`config.mk`:
```
export PLATFORM = sky130hd
export DESIGN_NAME = irq_prio_ctrl
export DESIGN_NICKNAME = d
export VERILOG_FILES = /design/src/rtl/irq_prio_pkg.sv /design/src/rtl/irq_prio_enc.sv /design/src/rtl/irq_vec_bank.sv /design/src/rtl/irq_prio_resolve.sv /design/src/rtl/irq_prio_ctrl.sv
export SDC_FILE = /design/constraint.sdc
export NUM_CORES = 2
export LEC_CHECK = 0
export BUFFER_PORTS_ARGS = -buffer_cell sky130_fd_sc_hd__buf_2
export CAP_MARGIN = 20
export CORE_MARGIN = 5
export CORE_UTILIZATION = 50
export CTS_BUF_LIST = sky130_fd_sc_hd__clkbuf_4 sky130_fd_sc_hd__clkbuf_8
export CTS_CLUSTER_SIZE = 40
export DETAILED_ROUTE_END_ITERATION = 8
export GPL_TIMING_DRIVEN = 0
export PLACE_DENSITY_LB_ADDON = 0.08
export SLEW_MARGIN = 10
export SYNTH_ARGS = -nofsm -noshare
export SYNTH_HDL_FRONTEND = slang
export SYNTH_SLANG_ARGS = --single-unit
```
`constraint.sdc`:
```
create_clock -name clk -period 7.4 [get_ports clk]
set_clock_uncertainty 0.1 [all_clocks]
set_input_delay 1.48 -clock clk [delete_from_list [all_inputs] [get_ports clk]]
set_output_delay 1.48 -clock clk [all_outputs]
set_load 0.03 [all_outputs]
```
`src/rtl/irq_prio_pkg.sv`:
```
package irq_prio_pkg;
   typedef enum logic [1:0] {
      ACK_IDLE  = 2'd0,
      ACK_SPUR  = 2'd1,
      ACK_TAKE  = 2'd2
   } ack_kind_e;
endpackage

```
`src/rtl/irq_prio_enc.sv`:
```
module irq_prio_enc #(
   parameter int unsigned NUM_BITS  = 256,
   parameter int unsigned WORD_W    = 32,
   parameter bit          TWO_LEVEL = 1'b1,
   localparam int unsigned IDX_W    = $clog2(NUM_BITS),
   localparam int unsigned BIT_W    = $clog2(WORD_W),
   localparam int unsigned NUM_WORDS = NUM_BITS / WORD_W
) (
   input  logic [NUM_BITS-1:0] bits,
   output logic                any,
   output logic [IDX_W-1:0]    idx
);
   if (NUM_BITS % WORD_W != 0) begin : g_bad_word
      $error("NUM_BITS must be a multiple of WORD_W");
   end
   if ((1 << BIT_W) != WORD_W) begin : g_bad_pow
      $error("WORD_W must be a power of two");
   end

   if (TWO_LEVEL) begin : g_two
      logic [NUM_WORDS-1:0]       word_any;
      logic [NUM_WORDS*BIT_W-1:0] word_idx;

      for (genvar w = 0; w < NUM_WORDS; w++) begin : g_word
         logic [WORD_W-1:0] slice;
         logic [BIT_W-1:0]  loc_idx;
         assign slice = bits[w*WORD_W +: WORD_W];
         always_comb begin
            loc_idx = '0;
            for (int b = 0; b < WORD_W; b++) begin
               if (slice[b]) loc_idx = BIT_W'(b);
            end
         end
         assign word_any[w] = |slice;
         assign word_idx[w*BIT_W +: BIT_W] = loc_idx;
      end

      always_comb begin
         idx = '0;
         for (int w = 0; w < NUM_WORDS; w++) begin
            if (word_any[w]) begin
               idx = IDX_W'(w * WORD_W) | IDX_W'(word_idx[w*BIT_W +: BIT_W]);
            end
         end
      end
      assign any = |word_any;
   end else begin : g_flat
      always_comb begin
         idx = '0;
         for (int b = 0; b < NUM_BITS; b++) begin
            if (bits[b]) idx = IDX_W'(b);
         end
      end
      assign any = |bits;
   end
endmodule

```
`src/rtl/irq_vec_bank.sv`:
```
module irq_vec_bank #(
   parameter int unsigned NUM_VEC = 256,
   localparam int unsigned IDX_W  = $clog2(NUM_VEC)
) (
   input  logic               clk,
   input  logic               rst_n,
   input  logic               set_en,
   input  logic [IDX_W-1:0]   set_idx,
   input  logic               set_level,
   input  logic               take_en,
   input  logic [IDX_W-1:0]   take_idx,
   input  logic               retire_en,
   input  logic [IDX_W-1:0]   retire_idx,
   output logic [NUM_VEC-1:0] irr_q,
   output logic [NUM_VEC-1:0] isr_q,
   output logic [NUM_VEC-1:0] tmr_q
);
   logic [NUM_VEC-1:0] irr_d, isr_d, tmr_d;

   always_comb begin
      irr_d = irr_q;
      isr_d = isr_q;
      tmr_d = tmr_q;
      if (take_en)   irr_d[take_idx]   = 1'b0;
      if (set_en) begin
         irr_d[set_idx] = 1'b1;
         tmr_d[set_idx] = set_level;
      end
      if (retire_en) isr_d[retire_idx] = 1'b0;
      if (take_en)   isr_d[take_idx]   = 1'b1;
   end

   always_ff @(posedge clk or negedge rst_n) begin
      if (!rst_n) begin
         irr_q <= '0;
         isr_q <= '0;
         tmr_q <= '0;
      end else begin
         irr_q <= irr_d;
         isr_q <= isr_d;
         tmr_q <= tmr_d;
      end
   end

   // a request leaves its bit pending with the mode it carried
   p_set_mark_r2: assert property (@(posedge clk) disable iff (!rst_n)
      set_en |=> irr_q[$past(set_idx)] && (tmr_q[$past(set_idx)] == $past(set_level)));

   // a served vector lands in service
   p_take_moves_r3: assert property (@(posedge clk) disable iff (!rst_n)
      take_en |=> isr_q[$past(take_idx)]);

   // a served vector leaves the request set unless re-requested
   p_take_clears_r3: assert property (@(posedge clk) disable iff (!rst_n)
      (take_en && !(set_en && set_idx == take_idx)) |=> !irr_q[$past(take_idx)]);

   // retiring removes exactly one in-service bit
   p_retire_one_r9: assert property (@(posedge clk) disable iff (!rst_n)
      (retire_en && !take_en && isr_q[retire_idx])
         |=> ($countones(isr_q) == $past($countones(isr_q)) - 1));
endmodule

```
`src/rtl/irq_prio_resolve.sv`:
```
module irq_prio_resolve #(
   parameter int unsigned IDX_W   = 8,
   parameter int unsigned CLASS_W = 4,
   localparam int unsigned SUB_W  = IDX_W - CLASS_W
) (
   input  logic [IDX_W-1:0] tpr,
   input  logic             enable,
   input  logic             irr_any,
   input  logic [IDX_W-1:0] irr_idx,
   input  logic             isr_any,
   input  logic [IDX_W-1:0] isr_idx,
   output logic [IDX_W-1:0] ppr,
   output logic             deliver,
   output logic             ack_ok
);
   if (CLASS_W == 0 || CLASS_W >= IDX_W) begin : g_bad_cls
      $error("CLASS_W must lie strictly between 0 and IDX_W");
   end

   logic [CLASS_W-1:0] isr_cls, tpr_cls, irr_cls, ppr_cls;
   logic               suppress, tpr_block;

   assign isr_cls = isr_any ? isr_idx[IDX_W-1 -: CLASS_W] : '0;
   assign tpr_cls = tpr[IDX_W-1 -: CLASS_W];
   assign irr_cls = irr_idx[IDX_W-1 -: CLASS_W];

   always_comb begin
      if (tpr_cls >= isr_cls) ppr = tpr;
      else                    ppr = {isr_cls, {SUB_W{1'b0}}};
   end

   assign ppr_cls   = ppr[IDX_W-1 -: CLASS_W];
   assign suppress  = (ppr != '0) && (irr_cls <= ppr_cls);
   assign deliver   = enable && irr_any && !suppress;
   assign tpr_block = (tpr != '0) && (irr_idx <= tpr);
   assign ack_ok    = irr_any && !tpr_block;
endmodule

```
`src/rtl/irq_prio_ctrl.sv`:
```
module irq_prio_ctrl #(
   parameter int unsigned NUM_VEC   = 256,
   parameter int unsigned WORD_W    = 32,
   parameter int unsigned CLASS_W   = 4,
   parameter bit          TWO_LEVEL = 1'b1,
   localparam int unsigned IDX_W    = $clog2(NUM_VEC),
   localparam int unsigned SVR_W    = IDX_W + 1
) (
   input  logic               clk,
   input  logic               rst_n,
   input  logic               req_valid,
   input  logic [IDX_W-1:0]   req_vec,
   input  logic               req_level,
   input  logic               ack,
   input  logic               eoi,
   input  logic               tpr_wr,
   input  logic [CLASS_W-1:0] tpr_data,
   input  logic               svr_wr,
   input  logic [SVR_W-1:0]   svr_data,
   output logic               irq_pending,
   output logic [IDX_W-1:0]   ack_vec,
   output logic               ack_level
);
   import irq_prio_pkg::*;

   if ((1 << IDX_W) != NUM_VEC) begin : g_bad_num
      $error("NUM_VEC must be a power of two");
   end

   logic [IDX_W-1:0]   tpr_q;
   logic [SVR_W-1:0]   svr_q;
   logic [NUM_VEC-1:0] irr, isr, tmr;
   logic               irr_any, isr_any, deliver, ack_ok;
   logic [IDX_W-1:0]   irr_idx, isr_idx, ppr;
   ack_kind_e          ack_kind;
   logic               take_en, retire_en;

   irq_prio_enc #(.NUM_BITS(NUM_VEC), .WORD_W(WORD_W), .TWO_LEVEL(TWO_LEVEL)) u_irr_enc (
      .bits(irr), .any(irr_any), .idx(irr_idx));

   irq_prio_enc #(.NUM_BITS(NUM_VEC), .WORD_W(WORD_W), .TWO_LEVEL(TWO_LEVEL)) u_isr_enc (
      .bits(isr), .any(isr_any), .idx(isr_idx));

   irq_prio_resolve #(.IDX_W(IDX_W), .CLASS_W(CLASS_W)) u_resolve (
      .tpr(tpr_q), .enable(svr_q[IDX_W]),
      .irr_any(irr_any), .irr_idx(irr_idx),
      .isr_any(isr_any), .isr_idx(isr_idx),
      .ppr(ppr), .deliver(deliver), .ack_ok(ack_ok));

   always_comb begin
      if (!ack)        ack_kind = ACK_IDLE;
      else if (ack_ok) ack_kind = ACK_TAKE;
      else             ack_kind = ACK_SPUR;
   end

   assign take_en   = (ack_kind == ACK_TAKE);
   assign retire_en = eoi && isr_any;

   irq_vec_bank #(.NUM_VEC(NUM_VEC)) u_bank (
      .clk(clk), .rst_n(rst_n),
      .set_en(req_valid), .set_idx(req_vec), .set_level(req_level),
      .take_en(take_en), .take_idx(irr_idx),
      .retire_en(retire_en), .retire_idx(isr_idx),
      .irr_q(irr), .isr_q(isr), .tmr_q(tmr));

   always_ff @(posedge clk or negedge rst_n) begin
      if (!rst_n) begin
         tpr_q     <= '0;
         svr_q     <= {1'b0, {IDX_W{1'b1}}};
         ack_vec   <= '0;
         ack_level <= 1'b0;
      end else begin
         if (tpr_wr) tpr_q <= {tpr_data, {(IDX_W-CLASS_W){1'b0}}};
         if (svr_wr) svr_q <= svr_data;
         case (ack_kind)
            ACK_TAKE: begin
               ack_vec   <= irr_idx;
               ack_level <= tmr[irr_idx];
            end
            ACK_SPUR: begin
               ack_vec   <= svr_q[IDX_W-1:0];
               ack_level <= 1'b0;
            end
            default: ;
         endcase
      end
   end

   assign irq_pending = deliver;

   // disabled block never signals
   p_pend_gate_r4: assert property (@(posedge clk) disable iff (!rst_n)
      !svr_q[IDX_W] |-> !irq_pending);

   // pending line needs a request behind it
   p_pend_needs_req_r8: assert property (@(posedge clk) disable iff (!rst_n)
      irq_pending |-> (irr != '0));

   // processor priority never drops below task priority
   p_ppr_floor_r6: assert property (@(posedge clk) disable iff (!rst_n)
      ppr >= tpr_q);

   // a refused acknowledge leaves requests and service untouched
   p_refused_hold_r7: assert property (@(posedge clk) disable iff (!rst_n)
      (ack && !ack_ok && !req_valid && !eoi) |=> ($stable(irr) && $stable(isr)));

   // empty acknowledge returns the programmed spurious byte
   p_spur_empty_r8: assert property (@(posedge clk) disable iff (!rst_n)
      (ack && !irr_any) |=> (ack_vec == $past(svr_q[IDX_W-1:0])));
endmodule

```
==> flow_summary.yaml <==
outcome:
  status: "finished, violations left"
  violations: "negative setup slack"
worst_setup_path:
  ff2ff_setup_slack_ns: 0.13
  rr_worst_depth: 22
  reg2reg_to: "u_bank.irr_q[244]$_DFF_PN0_"
  crit_required_ns: 5.82
  end_kind: "primary output"
  critical_path_class: "reg2out"
  crit_arrival_ns: 6.01
  crit_fanout: 5
  critPathLaunch: "u_bank.isr_q[101]$_DFF_PN0_"
  r2r_start: "u_bank.irr_q[45]$_DFF_PN0_"
  critPathLaunchType: "flop"
yosys:
  synth.top_cell.area_share_pct: 47.73
  ys_types: 94
  async_reset_ff_share_pct: 100.0
  syn-cell-area_um2: 41000
  synth.avg_cell_area_um2: 8.847
  ys_ff_latch: 790
  synth_edf_count: 0
  synth_area_leader_cell: "dfrtp_1"
  synth.area.top_cells: "dfrtp_1 48%, o21ai_0 12%, nand2_1 5.4%, nand3_1 3.6%, mux2i_1 3.3%"
  synth_flop_cell: "dfrtp_1"
  yosysSeqAreaShare_pct: 48.25
  synthCells: 4634
  synth_nets: 4675
  synth_warnings: 0
timing:
  fin_crit_ns: 7.586
  fin_crit_sh_pct: 102.5
  clock.fmax_mhz: 131.8
  hold_violations: 0
  tightest_slew_ns: 1.316
  rsz0062_at_grt: "true"
  setup_viol: 1
  max_slew_margin_pct: 12.24
  drv_slew: 0
  worst_slack_ns: -0.1859
final_layout:
  drive_gt1_share_pct: 11.74
  most-common-layout-cells: "977 x o21ai_0, 782 x dfrtp_1, 585 x nand2_1"
  seq_area_um2: 19780
  final_common_cell: "o21ai_0"
  multi_input_area_um2: 19640
  stdcell_count: 6053
  nets: 4899
  syn_to_final_growth_pct: 13.41
  utilization_pct: 56.90
  n_fill_cell: 7654
pwr:
  power_density_nw_per_um2: 535.2
  vdd_drop_max_v: 0.0007362
  leakage_uw: 0.02083
  p_total_uw: 24880
drt:
  routed_wl_mm: 195.4
  routedWlPerCell_um: 32.29
  drt_iter0_markers: 5682
  dr.pass1.iters: 8
  drtAntennaViolNets: 0
  drc: 0
  vias: 41330
  vias_per_cell: 6.829
floorplanning:
  boundaryPins: 39
  die_x_um: 296.3
  die_h_um: 296.3
  initial_core_util_pct: 50.17
  coreArea_um2: 81720
  rows: 105
  die_area_um2: 87820
placement:
  place_congestion: 1.061
  port_buffers: 35
  hpwl_mm: 140.8
  dpl.cell_count: 5764
clock_tree:
  clk_pin_slew_worst_paths_ns: 0.06
  numClockSinks: 790
  htree_levels: 4
  ctsLongestPathBuffers: 3
  numCtsBuffers: 143
  holdBufCountCts: 0
  cts_root_buf: "clkbuf_8"
  clock_latency_ns: 0.87
  cts_tree: "done"
grt:
  grt_pass1_vias: 39170
  grt_pass1_wl_mm: 277.8
  gr-usage-all-layers_pct: 43.80
  antenna_found_initial: 18
  grt_overflow: 0
  grt_max_degree: 107
hold_path:
  min_path_type: "in2async"
job:
  drv_cap: 0
routing by layer:
layer,vias up,GRT usage (%),wire length (um)
li1,17330,-,-
met1,20210,55.61,72540
met2,2927,64.14,83000
met3,858,10.87,20870
met4,8,34.59,18970
met5,-,0,53
cells by family after synthesis:
logic type | after synthesis | synth area share [%]
simple gates | 1643 | 18.93
compound gates | 1511 | 21.50
flops | 790 | 48.25
buf+inv | 426 | 4.294
mux | 252 | 6.665
fa+ha+maj | 12 | 0.3662
what timing repair did:
| item | CTS | global route |
|---|---|---|
| pin swaps | 16 | 13 |
| cloned | 0 | 0 |
| gates resized for setup | 40 | 7 |
| setup buffers | 13 | 4 |
| endpoints found under the setup margin | 125 | 88 |
state kept, by name (all words and copies together) (netlist names):
register	count
u_bank.tmr_q	256
tpr_q	4
ack_level	1
ack_vec	8
svr_q	9
u_bank.isr_q	256
u_bank.irr_q	256
critical path, stage by stage (launching register included):
cell	delay (ns)
dfrtp_1	0.38
or4_4	0.57
nor4b_4	0.25
nand3_1	0.15
nor2b_1	0.22
clkbuf_8	0.17
nand4_1	0.25
a31oi_1	0.29
o21ai_2	0.10
a21oi_2	0.21
o21bai_4	0.12
ha_4	0.23
nand2b_4	0.13
a21o_1	0.14
a21o_1	0.20
a21oi_4	0.23
nor2_2	0.06
a21oi_2	0.14
ha_1	0.26
nor2b_1	0.13
o21ai_1	0.12
nand2b_1	0.08
a21oi_2	0.13
a41o_1	0.09
o21ai_1	0.07
and3b_2	0.25
buf_6	0.15
where the power goes:
group	internal, uW	switching (uW)
clock	2570	2020
sequential	4820	527
combinational	3720	11200
total	11100	13800
Yosys cell counts (17+ instances only):
library cell,n
o21bai_1,34
a21oi_1,128
nor2b_1,28
nor2_1,311
o31ai_1,46
nor4_1,120
a211oi_1,26
or2_2,20
o41ai_1,48
dfrtp_1,782
nor3_1,77
or4_1,26
clkbuf_1,256
nand2b_1,27
a31oi_1,20
buf_2,23
a22o_1,65
nand4_1,28
inv_1,109
o21ai_0,983
nand2_1,586
o211ai_1,19
mux2_2,107
buf_1,17
or3_1,46
nand3_1,298
mux2i_1,135
worst max path at each step:
stage                                               end  cells past startpoint
after floorplan                             irq_pending                     26
after global placement    u_bank.tmr_q[233]$_DFFE_PN0P_                      1
after detailed placement                    irq_pending                     26
after CTS                                   irq_pending                     27
after global routing                        irq_pending                     26
final                                       irq_pending                     26
area by class of cell:
class,instances,area share (%)
Tap cell,1070,2.880
Buffer,314,2.906
Antenna cell,18,0.09688
Clock inverter,37,0.8235
Timing Repair Buffer,81,1.725
Multi-Input combinational cell,3418,42.25
Clock buffer,215,5.880
Sequential cell,790,42.54
Inverter,110,0.8988
through the flow:
stage	hold WS (ns)	instance area (um2)	setup TNS [ns]	setup slack, ns
after floorplan	0.3460	41000	0	0.9129
after global placement	0.3669	42510	-9919.29	-12.79
after detailed placement	0.3678	42990	-10.51	-0.6773
after CTS	0.3112	46370	-0.1487	-0.1487
after global routing	0.3483	46450	-0.3224	-0.3224
final	0.3472	46490	-0.1859	-0.1859
Power figures use the tool's default switching activity.
